## src/rtl/cft_pkg.sv

```systemverilog
package cft_pkg;

    typedef enum logic [3:0] {
        S_IDLE,
        S_CMD,
        S_WFLUSH,
        S_RFL_DATA,
        S_RFL_STAT,
        S_POLL,
        S_GAP,
        S_SEND,
        S_DONE,
        S_FAIL
    } cft_state_e;

    localparam logic [1:0] OFF_WFIFO = 2'd0;
    localparam logic [1:0] OFF_RFIFO = 2'd1;
    localparam logic [1:0] OFF_STAT  = 2'd2;
    localparam logic [1:0] OFF_CMD   = 2'd3;

    localparam logic [7:0] CMD_QUIET = 8'h41;
    localparam logic [7:0] HDR_VER   = 8'h01;
    localparam logic [7:0] HDR_DATA  = 8'h04;
    localparam logic [7:0] HDR_CHAN  = 8'h0B;
    localparam logic [7:0] FILL_BYTE = 8'hFF;

    localparam int HDR_BYTES = 10;
    localparam int XFE_BIT   = 0;
    localparam int RDA_BIT   = 7;

endpackage

```

## src/rtl/cft_count.sv

```systemverilog
module cft_count #(
    parameter int W = 8
) (
    input  logic         clk,
    input  logic         rst_n,
    input  logic         clr,
    input  logic         inc,
    output logic [W-1:0] q
);
    always_ff @(posedge clk or negedge rst_n) begin
        if (!rst_n) begin
            q <= '0;
        end else if (clr) begin
            q <= '0;
        end else if (inc) begin
            q <= q + W'(1);
        end
    end
endmodule

```

## src/rtl/cft_frame_mux.sv

```systemverilog
module cft_frame_mux
    import cft_pkg::*;
#(
    parameter int AW = 12
) (
    input  logic [33:0]   idx,
    input  logic [31:0]   len,
    input  logic [7:0]    buf_data,
    output logic [AW-1:0] buf_addr,
    output logic [7:0]    byte_o
);
    logic [15:0] outer_len;
    logic [33:0] pay_off;
    logic        unused_hi;

    assign outer_len = len[15:0] + 16'd6;
    assign pay_off   = idx - 34'(HDR_BYTES);
    assign buf_addr  = pay_off[AW-1:0];
    assign unused_hi = ^pay_off[33:AW];

    always_comb begin
        if (idx < 34'(HDR_BYTES)) begin
            unique case (idx[3:0])
                4'd0:    byte_o = HDR_VER;
                4'd1:    byte_o = HDR_DATA;
                4'd2:    byte_o = outer_len[15:8];
                4'd3:    byte_o = outer_len[7:0];
                4'd4:    byte_o = HDR_VER;
                4'd5:    byte_o = HDR_CHAN;
                4'd6:    byte_o = len[31:24];
                4'd7:    byte_o = len[23:16];
                4'd8:    byte_o = len[15:8];
                default: byte_o = len[7:0];
            endcase
        end else begin
            byte_o = buf_data;
        end
    end
endmodule

```

## src/rtl/cmd_frame_tx.sv

```systemverilog
module cmd_frame_tx
    import cft_pkg::*;
#(
    parameter int AW        = 12,
    parameter int GAP_W     = 16,
    parameter int MAX_TRIES = 5000,
    parameter int WF_READS  = 4096,
    parameter int FF_HITS   = 6
) (
    input  logic             clk,
    input  logic             rst_n,
    input  logic             start,
    input  logic [31:0]      frame_len,
    input  logic [GAP_W-1:0] poll_gap,
    output logic [AW-1:0]    buf_addr,
    input  logic [7:0]       buf_data,
    output logic [1:0]       bus_addr,
    output logic [7:0]       bus_wdata,
    output logic             bus_wr,
    output logic             bus_rd,
    input  logic [7:0]       bus_rdata,
    output logic             busy,
    output logic             done,
    output logic             timeout
);
    localparam int LIM = (MAX_TRIES > WF_READS) ? MAX_TRIES : WF_READS;
    localparam int TW  = $clog2(LIM + 1);
    localparam int HW  = $clog2(FF_HITS + 1);

    cft_state_e state, nxt;

    logic [31:0]      len_q;
    logic [GAP_W-1:0] gap_q;
    logic [TW-1:0]    tries;
    logic [HW-1:0]    hits;
    logic [GAP_W-1:0] gap_cnt;
    logic [33:0]      fidx;
    logic [33:0]      last_idx;
    logic [7:0]       frame_byte;
    logic             rd_fill;

    logic t_clr, t_inc, h_clr, h_inc, g_clr, g_inc, f_clr, f_inc;

    assign last_idx = {2'b00, len_q} + 34'(HDR_BYTES - 1);
    assign rd_fill  = (bus_rdata == FILL_BYTE);

    cft_count #(.W(TW)) u_tries (
        .clk(clk), .rst_n(rst_n), .clr(t_clr), .inc(t_inc), .q(tries)
    );
    cft_count #(.W(HW)) u_hits (
        .clk(clk), .rst_n(rst_n), .clr(h_clr), .inc(h_inc), .q(hits)
    );
    cft_count #(.W(GAP_W)) u_gap (
        .clk(clk), .rst_n(rst_n), .clr(g_clr), .inc(g_inc), .q(gap_cnt)
    );
    cft_count #(.W(34)) u_fidx (
        .clk(clk), .rst_n(rst_n), .clr(f_clr), .inc(f_inc), .q(fidx)
    );

    cft_frame_mux #(.AW(AW)) u_mux (
        .idx(fidx), .len(len_q), .buf_data(buf_data),
        .buf_addr(buf_addr), .byte_o(frame_byte)
    );

    // State register and captured request
    always_ff @(posedge clk or negedge rst_n) begin
        if (!rst_n) begin
            state <= S_IDLE;
            len_q <= '0;
            gap_q <= '0;
        end else begin
            state <= nxt;
            if (state == S_IDLE && start) begin
                len_q <= frame_len;
                gap_q <= poll_gap;
            end
        end
    end

    // Next state and counter control
    always_comb begin
        nxt   = state;
        t_clr = 1'b0; t_inc = 1'b0;
        h_clr = 1'b0; h_inc = 1'b0;
        g_clr = 1'b0; g_inc = 1'b0;
        f_clr = 1'b0; f_inc = 1'b0;
        unique case (state)
            S_IDLE: begin
                t_clr = 1'b1; h_clr = 1'b1; f_clr = 1'b1;
                if (start) nxt = S_CMD;
            end
            S_CMD: nxt = S_WFLUSH;
            S_WFLUSH: begin
                t_inc = 1'b1;
                h_inc = rd_fill;
                if ((rd_fill && hits == HW'(FF_HITS - 1)) ||
                    tries == TW'(WF_READS - 1)) begin
                    t_clr = 1'b1;
                    nxt   = S_RFL_DATA;
                end
            end
            S_RFL_DATA: nxt = S_RFL_STAT;
            S_RFL_STAT: begin
                if (!bus_rdata[RDA_BIT]) begin
                    t_clr = 1'b1;
                    nxt   = S_POLL;
                end else if (tries == TW'(MAX_TRIES - 1)) begin
                    nxt = S_FAIL;
                end else begin
                    t_inc = 1'b1;
                    nxt   = S_RFL_DATA;
                end
            end
            S_POLL: begin
                if (bus_rdata[XFE_BIT]) begin
                    t_clr = 1'b1;
                    nxt   = S_SEND;
                end else if (tries == TW'(MAX_TRIES - 1)) begin
                    nxt = S_FAIL;
                end else begin
                    t_inc = 1'b1;
                    if (gap_q != '0) begin
                        g_clr = 1'b1;
                        nxt   = S_GAP;
                    end
                end
            end
            S_GAP: begin
                g_inc = 1'b1;
                if (gap_cnt == gap_q - GAP_W'(1)) nxt = S_POLL;
            end
            S_SEND: begin
                f_inc = 1'b1;
                nxt   = (fidx == last_idx) ? S_DONE : S_POLL;
            end
            S_DONE:  nxt = S_IDLE;
            S_FAIL:  nxt = S_IDLE;
            default: nxt = S_IDLE;
        endcase
    end

    // Outputs
    always_comb begin
        bus_rd    = 1'b0;
        bus_wr    = 1'b0;
        bus_addr  = OFF_WFIFO;
        bus_wdata = 8'h00;
        unique case (state)
            S_CMD:      begin bus_wr = 1'b1; bus_addr = OFF_CMD; bus_wdata = CMD_QUIET; end
            S_WFLUSH:   begin bus_rd = 1'b1; bus_addr = OFF_WFIFO; end
            S_RFL_DATA: begin bus_rd = 1'b1; bus_addr = OFF_RFIFO; end
            S_RFL_STAT: begin bus_rd = 1'b1; bus_addr = OFF_STAT; end
            S_POLL:     begin bus_rd = 1'b1; bus_addr = OFF_STAT; end
            S_SEND:     begin bus_wr = 1'b1; bus_addr = OFF_WFIFO; bus_wdata = frame_byte; end
            default:    ;
        endcase
        busy    = (state != S_IDLE);
        done    = (state == S_DONE);
        timeout = (state == S_FAIL);
    end

    // Tracks whether an empty-flag read has been seen since the last FIFO write
    logic xfe_seen;
    always_ff @(posedge clk or negedge rst_n) begin
        if (!rst_n) begin
            xfe_seen <= 1'b0;
        end else if (bus_wr && bus_addr == OFF_WFIFO) begin
            xfe_seen <= 1'b0;
        end else if (bus_rd && bus_addr == OFF_STAT && bus_rdata[XFE_BIT]) begin
            xfe_seen <= 1'b1;
        end
    end

    AST_IDLE_QUIET: assert property (@(posedge clk) disable iff (!rst_n)
        !busy |-> (!bus_rd && !bus_wr && !done && !timeout));
    AST_CMD_FIRST: assert property (@(posedge clk) disable iff (!rst_n)
        $rose(busy) |-> (bus_wr && bus_addr == OFF_CMD && bus_wdata == CMD_QUIET));
    AST_SEND_AFTER_XFE: assert property (@(posedge clk) disable iff (!rst_n)
        (bus_wr && bus_addr == OFF_WFIFO) |-> xfe_seen);
    AST_GAP_SILENT: assert property (@(posedge clk) disable iff (!rst_n)
        (state == S_POLL && !bus_rdata[XFE_BIT] && gap_q != '0 &&
         tries != TW'(MAX_TRIES - 1)) |=> (!bus_rd && !bus_wr));
    AST_TRIES_BOUND: assert property (@(posedge clk) disable iff (!rst_n)
        tries <= TW'(LIM - 1));
    AST_DONE_PULSE: assert property (@(posedge clk) disable iff (!rst_n)
        done |=> !done);
    AST_END_EXCL: assert property (@(posedge clk) disable iff (!rst_n)
        !(done && timeout));

endmodule

```

## config.mk

```make
export PLATFORM = sky130hd
export DESIGN_NAME = cmd_frame_tx
export DESIGN_NICKNAME = d
export VERILOG_FILES = /design/src/rtl/cft_pkg.sv /design/src/rtl/cft_count.sv /design/src/rtl/cft_frame_mux.sv /design/src/rtl/cmd_frame_tx.sv
export SDC_FILE = /design/constraint.sdc
export NUM_CORES = 1
export LEC_CHECK = 0
export ABC_CLOCK_PERIOD_IN_PS = 2400
export BUFFER_PORTS_ARGS = -buffer_cell sky130_fd_sc_hd__buf_2
export CORE_AREA = 4 4 209 109
export CTS_CLUSTER_DIAMETER = 200
export DETAILED_ROUTE_END_ITERATION = 6
export DIE_AREA = 0 0 213 113
export HOLD_SLACK_MARGIN = 0.02
export MAX_ROUTING_LAYER = met4
export SYNTH_ARGS = -nofsm -noshare
export SYNTH_HDL_FRONTEND = slang
export SYNTH_SLANG_ARGS = --single-unit
```

## constraint.sdc

```tcl
create_clock -name clk -period 2.4 [get_ports clk]
set_clock_uncertainty 0.1 [all_clocks]
set_input_delay 0.12 -clock clk [delete_from_list [all_inputs] [get_ports clk]]
set_output_delay 0.12 -clock clk [all_outputs]
set_load 0.02 [all_outputs]
```

==> metrics.cfg <==
[run_status]
status = finished, violations left
violations = design-rule violations, negative setup slack

[setup_path]
slowest_delay_ps = 490
crit_family = compound AO/OA/AOI/OAI gates
crit_path_top_delay_cell = dfrtp_2
critPathKind = flip-flop to output port
start_kind = flip-flop
cp-end-kind = output port
crit_top_cell = buf_4
crit_chain = ha_4 > nand2_2 > nor2_1 > buf_4 > a222oi_1 > o311ai_1 > a31oi_1 > a211oi_2 > buf_4
worstPathRequired_ps = 2180
cp.arrival_ps = 2560
cp_max_fo = 7
critPathBufInv = 2

[final_layout]
multi_input_area_um2 = 5680
stdcell_count = 1533
syn_to_final_growth_pct = 49.6
drive_above_1_share = 0.412
mostFrequentLayoutCells = buf_4, nor2_1, dfrtp_1
final_common_cell = buf_4
diodes = 0
final_nets = 1321
register_area_um2 = 2970
fillCellCount = 1796

[clock_tree]
clkTransAtPathRegs_ps = 70
htreeDepth = 4
clock-sinks = 118
clkLatencyLatePin_ps = 450
clock_path_buffers = 2
clockRootBuffer = clkbuf_16
cts_tree = built
cts_made_buffers = 17

[yosys]
synth_top_family_by_area = simple AND/OR/NAND/NOR gates
synth_fa_ha_area_frac = 0.0211
ys_seq_elements = 118
syn_area_um2 = 8310
syn_nets = 1008
async_flop_share = 1.00
syn_avg_cell_area_um2 = 8.96
ys_warn_count = 0
synth_cell_types = 71
synth-edff-count = 0
syn_inst = 927
muxShareOfSynthArea = 0.0807
synthFlopType = dfrtp_1
yosys.area_share.xor_xnor = 0.139
synth_compound_area_frac = 0.105
seq_area_frac_synth = 0.355
synth_simple_gate_area_frac = 0.260

[timing]
finalCriticalPeriod_ps = 2780
slew_headroom = 0.542
post-route-period-util = 1.16
maxSlewViolCount = 0
setup_violations = 17
rsz0062_at_grt = yes
setup_ws_ps = -379
worst_pin_slew_ps = 686
hold_viol = 0
max_freq_ghz = 0.360

[drt]
routed_via_density = 5.50
vias = 8430
ant_nets = 0
routedWlPerCell_um = 18.9
drt-initial-drc-count = 833
dr.pass1.iters = 7
wl_um = 29000
route.detailed.drc = 11

[power_and_ir_drop]
power_density_nw_per_um2 = 1130
power_uw = 14000
peakVddDrop_mv = 0.682
p_leak_uw = 0.00536

[worst_hold_path]
hold_class = primary input to flip-flop

[floorplanning]
rows = 38
die_h_um = 113
die_width_um = 213
die_area_um2 = 24100
core-area_um2 = 21200
start_util = 0.393
io_pins = 94

[global_routing]
antenna_found_initial = 0
grt_max_degree = 50
first_global_vias = 8199
grt.total_usage = 0.251
grt-ovfl-total = 0
grt_pass1_wl_um = 45700

[place]
gp_congestion = 0.964
io_buffers = 93
dpl.hpwl_um = 21300
post-place-cells = 1418

[job]
maxCapViolations = 0

worst reg2reg max path, stage by stage (launching register included):
cell and delay (ps):
dfrtp_1 340, buf_4 120, nand3_4 100, or4_4 510
buf_6 130, a2111oi_4 320, a21oi_2 100, nor4_2 280
nand4_2 200, nor3_2 160, a41oi_1 140
kinds of logic (layout without fill, tap and decap cells):
family | Yosys count | count (layout)
AND/OR/NAND/NOR | 396 | 396
multiplexers | 61 | 61
adder cells (fa/ha/maj) | 14 | 14
AO/OA/AOI/OAI | 126 | 126
flip-flops | 118 | 118
buffers and inverters | 80 | 406
XOR/XNOR | 132 | 132
Yosys cell counts (all sizes together) (24+ instances only):
| cell type | count | share of area |
|---|---|---|
| clkbuf | 42 | 0.019 |
| xor2 | 66 | 0.070 |
| o21ai | 33 | 0.020 |
| xnor2 | 66 | 0.070 |
| nand2 | 52 | 0.023 |
| nor4 | 24 | 0.025 |
| nand3 | 39 | 0.025 |
| dfrtp | 118 | 0.36 |
| nor2 | 115 | 0.052 |
| nand4 | 39 | 0.032 |
| mux2 | 48 | 0.065 |
| a21oi | 24 | 0.014 |
| nor3 | 32 | 0.020 |
final timing paths:
path / from / end / slack [ps] / cells after the start
min: bus_rdata[0] / state[0] / 120 / 4
max in group asynchronous: rst_n / u_fidx.q[1] / 1330 / 3
max: u_fidx.q[0] / bus_wdata[5] / -380 / 9
min reg2reg: u_hits.q[0] / u_hits.q[0] / 430 / 1
min in group asynchronous: rst_n / gap_q[2] / 180 / 2
max reg2reg: len_q[6] / state[2] / -270 / 10
sequential cells by signal, summed over array words and instances, names as in the netlist:
| register | cells |
|---|---|
| u_fidx.q | 34 |
| u_hits.q | 3 |
| len_q | 32 |
| u_gap.q | 16 |
| state | 4 |
| gap_q | 16 |
| u_tries.q | 13 |
through the flow:
step           setup WS (ps)  TNS, ps  cell area [µm²]  hold WS (ps)   util
6_report                -379    -3340            12400           125  0.588
5_1_grt                 -469    -5480            12400           157  0.588
4_1_cts                 -296    -2660            12100          95.5  0.570
3_5_place_dp            -270    -2720            10300          99.7  0.487
3_3_place_gp            -250    -2030            10300           100  0.487
2_1_floorplan          -81.6     -157             8370          -276      -
power breakdown:
group | internal, µW | switching [µW] | total, µW
Combinational | 3660 | 4080 | 7740
Sequential | 2610 | 685 | 3290
Clock | 1950 | 1030 | 2980
Total | 8220 | 5790 | 14000
metal layers:
layer  vias up  GRT usage  wire length (µm)
met3        27     0.0640              2680
met1      4091      0.397             14700
met2       343      0.314             11200
met4         0     0.0540               373
li1       3969          -                 -
met5         -          -                 0
final cells by class:
cell class,instances,area share
clock buffers,17,0.0342
clock inverters,15,0.0201
inverters,21,0.00674
multi-input cells,729,0.457
flip-flops and latches,118,0.239
well taps,280,0.0282
repair buffers,353,0.215
timing repair:
item,4_1_cts,5_1_grt
pin swaps,42,28
hold endpoints to repair,94,0
setup endpoints to repair,34,55
hold buffers,50,0
buffers inserted,24,10
resized for setup,107,73
No activity file was read; power rests on OpenSTA's default activity.
